$ cat src/rtl/lws_pkg.sv
`timescale 1ns/1ps
package lws_pkg;
    localparam int DATA_W = 16;
    localparam int COEF_W = 12;
    localparam int FRAC_W = 10;
    localparam int SUM_W  = DATA_W + 1;
    localparam int PROD_W = SUM_W + COEF_W;
    localparam int MUL_W  = DATA_W + COEF_W;

    typedef logic signed [DATA_W-1:0] sample_t;
    typedef logic signed [COEF_W-1:0] coef_t;

    localparam coef_t UNITY = coef_t'(1 << FRAC_W);

    typedef struct packed {
        logic    valid;
        logic    first;
        logic    last;
        sample_t lane0;
        sample_t lane1;
    } pair_t;

    // floor(c * (a + b) / 2^FRAC_W), truncated to a sample
    function automatic sample_t lift_term(coef_t c, sample_t a, sample_t b);
        logic signed [SUM_W-1:0]  sum;
        logic signed [PROD_W-1:0] prod;
        sum  = SUM_W'(a) + SUM_W'(b);
        prod = PROD_W'(sum) * PROD_W'(c);
        prod = prod >>> FRAC_W;
        return prod[DATA_W-1:0];
    endfunction

    // floor(k * a / 2^FRAC_W), truncated to a sample
    function automatic sample_t scale_mul(coef_t k, sample_t a);
        logic signed [MUL_W-1:0] prod;
        prod = MUL_W'(a) * MUL_W'(k);
        prod = prod >>> FRAC_W;
        return prod[DATA_W-1:0];
    endfunction
endpackage

$ cat src/rtl/lws_ahead.sv
`timescale 1ns/1ps
// Lookahead lifting step: lane1 is corrected from lane0 of this pair and the next.
module lws_ahead
    import lws_pkg::*;
(
    input  logic  clk,
    input  logic  rst,
    input  logic  subtract,
    input  coef_t coef,
    input  pair_t in_p,
    output pair_t out_q
);
    pair_t   held;
    logic    fire;
    sample_t nxt;
    sample_t step;

    always_comb begin
        fire = held.valid && (in_p.valid || held.last);
        nxt  = held.last ? held.lane0 : in_p.lane0;
        step = lift_term(coef, held.lane0, nxt);
    end

    always_ff @(posedge clk) begin
        if (rst) begin
            held  <= '0;
            out_q <= '0;
        end else begin
            out_q.valid <= fire;
            out_q.first <= held.first;
            out_q.last  <= held.last;
            out_q.lane0 <= held.lane0;
            out_q.lane1 <= subtract ? held.lane1 - step : held.lane1 + step;
            if (in_p.valid)
                held <= in_p;
            else if (fire)
                held.valid <= 1'b0;
        end
    end

    // a held last pair always leaves on the next edge
    a_r6_last_flushes: assert property (@(posedge clk) disable iff (rst)
        (held.valid && held.last) |=> out_q.valid);
    // no output without a pair that completed its neighbourhood
    a_r9_no_spurious_ahead: assert property (@(posedge clk) disable iff (rst)
        !held.valid |=> !out_q.valid);
    // lane 0 crosses this step untouched
    a_r1_lane0_kept: assert property (@(posedge clk) disable iff (rst)
        fire |=> (out_q.valid && out_q.lane0 == $past(held.lane0)));
endmodule

$ cat src/rtl/lws_causal.sv
`timescale 1ns/1ps
// Causal lifting step: lane0 is corrected from lane1 of the previous pair and this one.
module lws_causal
    import lws_pkg::*;
(
    input  logic  clk,
    input  logic  rst,
    input  logic  subtract,
    input  coef_t coef,
    input  pair_t in_p,
    output pair_t out_q
);
    sample_t prev_l1;
    sample_t step;

    always_comb begin
        step = lift_term(coef, in_p.first ? in_p.lane1 : prev_l1, in_p.lane1);
    end

    always_ff @(posedge clk) begin
        if (rst) begin
            prev_l1 <= '0;
            out_q   <= '0;
        end else begin
            out_q.valid <= in_p.valid;
            out_q.first <= in_p.first;
            out_q.last  <= in_p.last;
            out_q.lane1 <= in_p.lane1;
            out_q.lane0 <= subtract ? in_p.lane0 - step : in_p.lane0 + step;
            if (in_p.valid)
                prev_l1 <= in_p.lane1;
        end
    end

    // lane 1 crosses this step untouched, one cycle later
    a_r2_lane1_kept: assert property (@(posedge clk) disable iff (rst)
        in_p.valid |=> (out_q.valid && out_q.lane1 == $past(in_p.lane1)));
    // nothing leaves without something entering
    a_r9_no_spurious_causal: assert property (@(posedge clk) disable iff (rst)
        !in_p.valid |=> !out_q.valid);
endmodule

$ cat src/rtl/lws_scale.sv
`timescale 1ns/1ps
// Per-lane fixed-point weighting.
module lws_scale
    import lws_pkg::*;
(
    input  logic  clk,
    input  logic  rst,
    input  coef_t k0,
    input  coef_t k1,
    input  pair_t in_p,
    output pair_t out_q
);
    always_ff @(posedge clk) begin
        if (rst) begin
            out_q <= '0;
        end else begin
            out_q.valid <= in_p.valid;
            out_q.first <= in_p.first;
            out_q.last  <= in_p.last;
            out_q.lane0 <= scale_mul(k0, in_p.lane0);
            out_q.lane1 <= scale_mul(k1, in_p.lane1);
        end
    end

    // a unity factor passes the sample through unchanged
    a_r3_unity_scale: assert property (@(posedge clk) disable iff (rst)
        (in_p.valid && k0 == UNITY) |=> (out_q.lane0 == $past(in_p.lane0)));
endmodule

$ cat src/rtl/lift_wavelet_stage.sv
`timescale 1ns/1ps
module lift_wavelet_stage (
    input  logic                               clk,
    input  logic                               rst,
    input  logic                               inverse,
    input  logic signed [lws_pkg::COEF_W-1:0]  coef_p,
    input  logic signed [lws_pkg::COEF_W-1:0]  coef_u,
    input  logic signed [lws_pkg::COEF_W-1:0]  scale_a,
    input  logic signed [lws_pkg::COEF_W-1:0]  scale_b,
    input  logic                               in_valid,
    input  logic                               in_first,
    input  logic                               in_last,
    input  logic signed [lws_pkg::DATA_W-1:0]  in_lane0,
    input  logic signed [lws_pkg::DATA_W-1:0]  in_lane1,
    output logic                               out_valid,
    output logic                               out_first,
    output logic                               out_last,
    output logic signed [lws_pkg::DATA_W-1:0]  out_lane0,
    output logic signed [lws_pkg::DATA_W-1:0]  out_lane1
);
    import lws_pkg::*;

    pair_t src;
    pair_t ahead_in, ahead_out;
    pair_t causal_in, causal_out;
    pair_t scale_in, scale_out;
    pair_t result;

    // forward: ahead -> causal -> scale ; inverse: scale -> causal -> ahead
    always_comb begin
        src       = '{valid: in_valid, first: in_first, last: in_last,
                      lane0: in_lane0, lane1: in_lane1};
        ahead_in  = inverse ? causal_out : src;
        causal_in = inverse ? scale_out  : ahead_out;
        scale_in  = inverse ? src        : causal_out;
        result    = inverse ? ahead_out  : scale_out;
    end

    lws_ahead u_ahead (
        .clk      (clk),
        .rst      (rst),
        .subtract (!inverse),
        .coef     (coef_p),
        .in_p     (ahead_in),
        .out_q    (ahead_out)
    );

    lws_causal u_causal (
        .clk      (clk),
        .rst      (rst),
        .subtract (inverse),
        .coef     (coef_u),
        .in_p     (causal_in),
        .out_q    (causal_out)
    );

    lws_scale u_scale (
        .clk   (clk),
        .rst   (rst),
        .k0    (scale_a),
        .k1    (scale_b),
        .in_p  (scale_in),
        .out_q (scale_out)
    );

    assign out_valid = result.valid;
    assign out_first = result.first;
    assign out_last  = result.last;
    assign out_lane0 = result.lane0;
    assign out_lane1 = result.lane1;
endmodule

$ cat config.mk
export PLATFORM = sky130hd
export DESIGN_NAME = lift_wavelet_stage
export DESIGN_NICKNAME = d
export VERILOG_FILES = /design/src/rtl/lws_pkg.sv /design/src/rtl/lws_ahead.sv /design/src/rtl/lws_causal.sv /design/src/rtl/lws_scale.sv /design/src/rtl/lift_wavelet_stage.sv
export SDC_FILE = /design/constraint.sdc
export NUM_CORES = 2
export LEC_CHECK = 0
export ABC_AREA = 1
export ABC_CLOCK_PERIOD_IN_PS = 15000
export CAP_MARGIN = 20
export CORE_AREA = 2 2 382 384
export CTS_CLUSTER_DIAMETER = 30
export CTS_CLUSTER_SIZE = 8
export DETAILED_ROUTE_END_ITERATION = 16
export DIE_AREA = 0 0 384 386
export DONT_BUFFER_PORTS = 1
export PLACE_DENSITY = 0.35
export SKIP_CTS_REPAIR_TIMING = 1
export SYNTH_ARGS = -nofsm -noshare
export SYNTH_HDL_FRONTEND = slang
export SYNTH_SLANG_ARGS = --single-unit
$ cat constraint.sdc
create_clock -name clk -period 15 [get_ports clk]
set_input_delay 4.5 -clock clk [delete_from_list [all_inputs] [get_ports clk]]
set_output_delay 4.5 -clock clk [all_outputs]
set_load 0.05 [all_outputs]
==> results.ini <==
[outcome]
status=complete, no violations

[synthesis]
synth.most_common_cell=inv_1
synth_ff_type=dfxtp_1
syn_inst=4772
synthTopCellsByArea=fa_1, inv_1, nand2_1, ha_1, dfxtp_1
synth_top_family_by_area=adder cells
synth_commonest_cells=inv_1, nand2_1, fa_1
synth_top_cell_by_area=fa_1
synthMuxAreaShare=0.00196
synth_cell_types=50
avgSynthCellArea_um2=7.51
ys_ff_latch=156
synth-compound-area-share=0.0841
synth-seq-area-share=0.0872
synth_edf_count=0
synth_xor_area_frac=0.0257
synth-simple-area-share=0.192
synthArstFlopShare=0
synth-warning-count=0
synth_top_area_share=0.377
syn_area_um2=35800
synthAdderAreaFrac=0.474
synth_nets=5811

[run]
cap_violations=0

[sta]
final-hold-violation-count=0
worst_slew_pin_slew_ns=1.15
final-setup-viol-count=0
relSlewSlack=0.230
fmax_mhz=70.8
fin_crit_ns=14.13
fin_skew_ns=0.0191
tns_ns=0
drv_slew=0
fin_crit_sh=0.942
rsz0062_at_grt=false

[worst_setup_path]
cp_num_buf_inv=7
crit_slowest_cell=xor2_1
slowest_delay_ns=0.84
crit_path_start_kind=input pin
cp.arrival_ns=14.51
cp_top_family=adder cells
crit_fanout=194
end_kind=flop
crit_type=in2reg
cp.required_ns=15.38

[clocking]
h-tree-depth=4
cts_buffer_depth=2
cts_tree=built
clk_pin_slew_ns=0.07
clock_latency_ns=0.47
cts_made_buffers=17
clkSinkCount=156
clockRootBuffer=clkbuf_16

[placed_design]
io_buffers=0
hpwlAfterDp_um=103000
place_congestion=0.821

[routing]
dr.first_iter.drc_count=1536
first_pass_iters=6
avgViaCountPerCell=4.30
final_antenna_net_count=0
drc=0
drt-total-wl_um=120000
num_vias=28649
wl_per_cell_um=18.0

[finish]
regArea_um2=3120
syn2layout_area_growth_pct=8.38
num-fill-cells=16130
multi_input_area_um2=27900
drive_above_1_share=0.0365
fin_nets=5762

[floorplanning]
die_x_um=384
start_util=0.248
die_h_um=386
core_um2=145000
die_area_um2=148000
fp-row-count=140
design.portCount=121

[worst_hold_path]
hp-class=reg2reg

[global_route]
grt.overflow.total=0
grt_max_degree=195
grt_pass1_wl_um=187000
grtUsageTotal=0.166
grt_pass1_vias=30401
antenna_found_initial=12

==> per-stage QoR <==
step / setup WS, ns / utilization / std cells / hold slack [ns] / cell area, um^2
final: 0.871 / 0.269 / 6660 / 0.425 / 38800
after global placement: 0.481 / 0.264 / 6619 / 0.420 / 38200
after floorplan: 1.86 / - / 4772 / 0.400 / 35800
after CTS: 0.910 / 0.269 / 6651 / 0.424 / 38800
after detailed placement: 0.481 / 0.264 / 6619 / 0.414 / 38200
after global routing: 0.104 / 0.269 / 6659 / 0.448 / 38800
==> cells in the final DEF (no fill, tap or decap), drive strengths merged, types with 2 or more instances in the layout <==
master	instances
nor4	13
ha	279
o31ai	2
xnor2	40
nand3	94
xor2	61
a21oi	206
clkinv	15
mux2i	7
o221ai	3
o21bai	6
o311ai	2
nor2	456
nor3	22
buf	61
o21ai	254
a21o	16
clkinvlp	2
a31oi	23
a221oi	3
inv	1152
diode	7
a211oi	4
or2	55
fa	674
clkbuf	17
nand4	13
nand3b	9
o211ai	9
o21a	20
nand2	1053
dfxtp	156
a21boi	5
==> cell families after synthesis <==
logic type | after synthesis
mux | 7
fa+ha+maj | 953
buf+inv | 1284
xor+xnor | 101
compound gates | 554
flops | 156
simple gates | 1717
==> worst reg2reg max path: cells and delay by family (launching register included) <==
kind | cells | cell delay [ns]
adders and majority gates | 8 | 3.38
AOI/OAI and AO/OA | 12 | 2.58
and+or+nand+nor | 12 | 1.40
xor gates and xnor gates | 3 | 1.35
buffers and inverters | 10 | 1.27
DFF | 1 | 0.31
==> flip-flops by register name, indices dropped and copies added (netlist names) <==
| register | cells |
|---|---|
| u_ahead.out_q | 35 |
| u_causal.prev_l1 | 16 |
| u_ahead.held | 35 |
| u_scale.out_q | 35 |
| u_causal.out_q | 35 |
==> routing by layer <==
metal  GRT usage  vias up  wire length (um)
li1            -    14102                 -
met1       0.230    14132             57400
met2       0.276      322             56100
met3      0.0242       79              4120
met4      0.0311       14              1850
met5           0        -               102
==> path summary, 6_finish.rpt <==
| kind | startpoint | end | slack, ns | cells past startpoint |
|---|---|---|---|---|
| worst max-delay path | inverse | u_ahead.out_q[14]$_SDFF_PP0_ | 0.87 | 43 |
| worst min-delay path | u_ahead.held[33]$_SDFFE_PP0P_ | u_ahead.out_q[33]$_SDFF_PP0_ | 0.43 | 2 |
| worst max register to register | u_ahead.held[32]$_SDFFE_PP0P_ | u_ahead.out_q[14]$_SDFF_PP0_ | 4.66 | 45 |
| worst min register to register | u_ahead.held[33]$_SDFFE_PP0P_ | u_ahead.out_q[33]$_SDFF_PP0_ | 0.43 | 2 |
==> cell type report <==
cell class	instances	share of cell area
diodes	7	0.000451
clock inverters	15	0.00454
flip-flops and latches	156	0.0804
clock buffers	17	0.0110
well taps	1917	0.0618
repair buffers	61	0.0118
inverters	1155	0.112
multi-input cells	3332	0.718
Power is not shown: default switching activity piles up to over one toggle a cycle in this logic, so the estimate is an artifact.
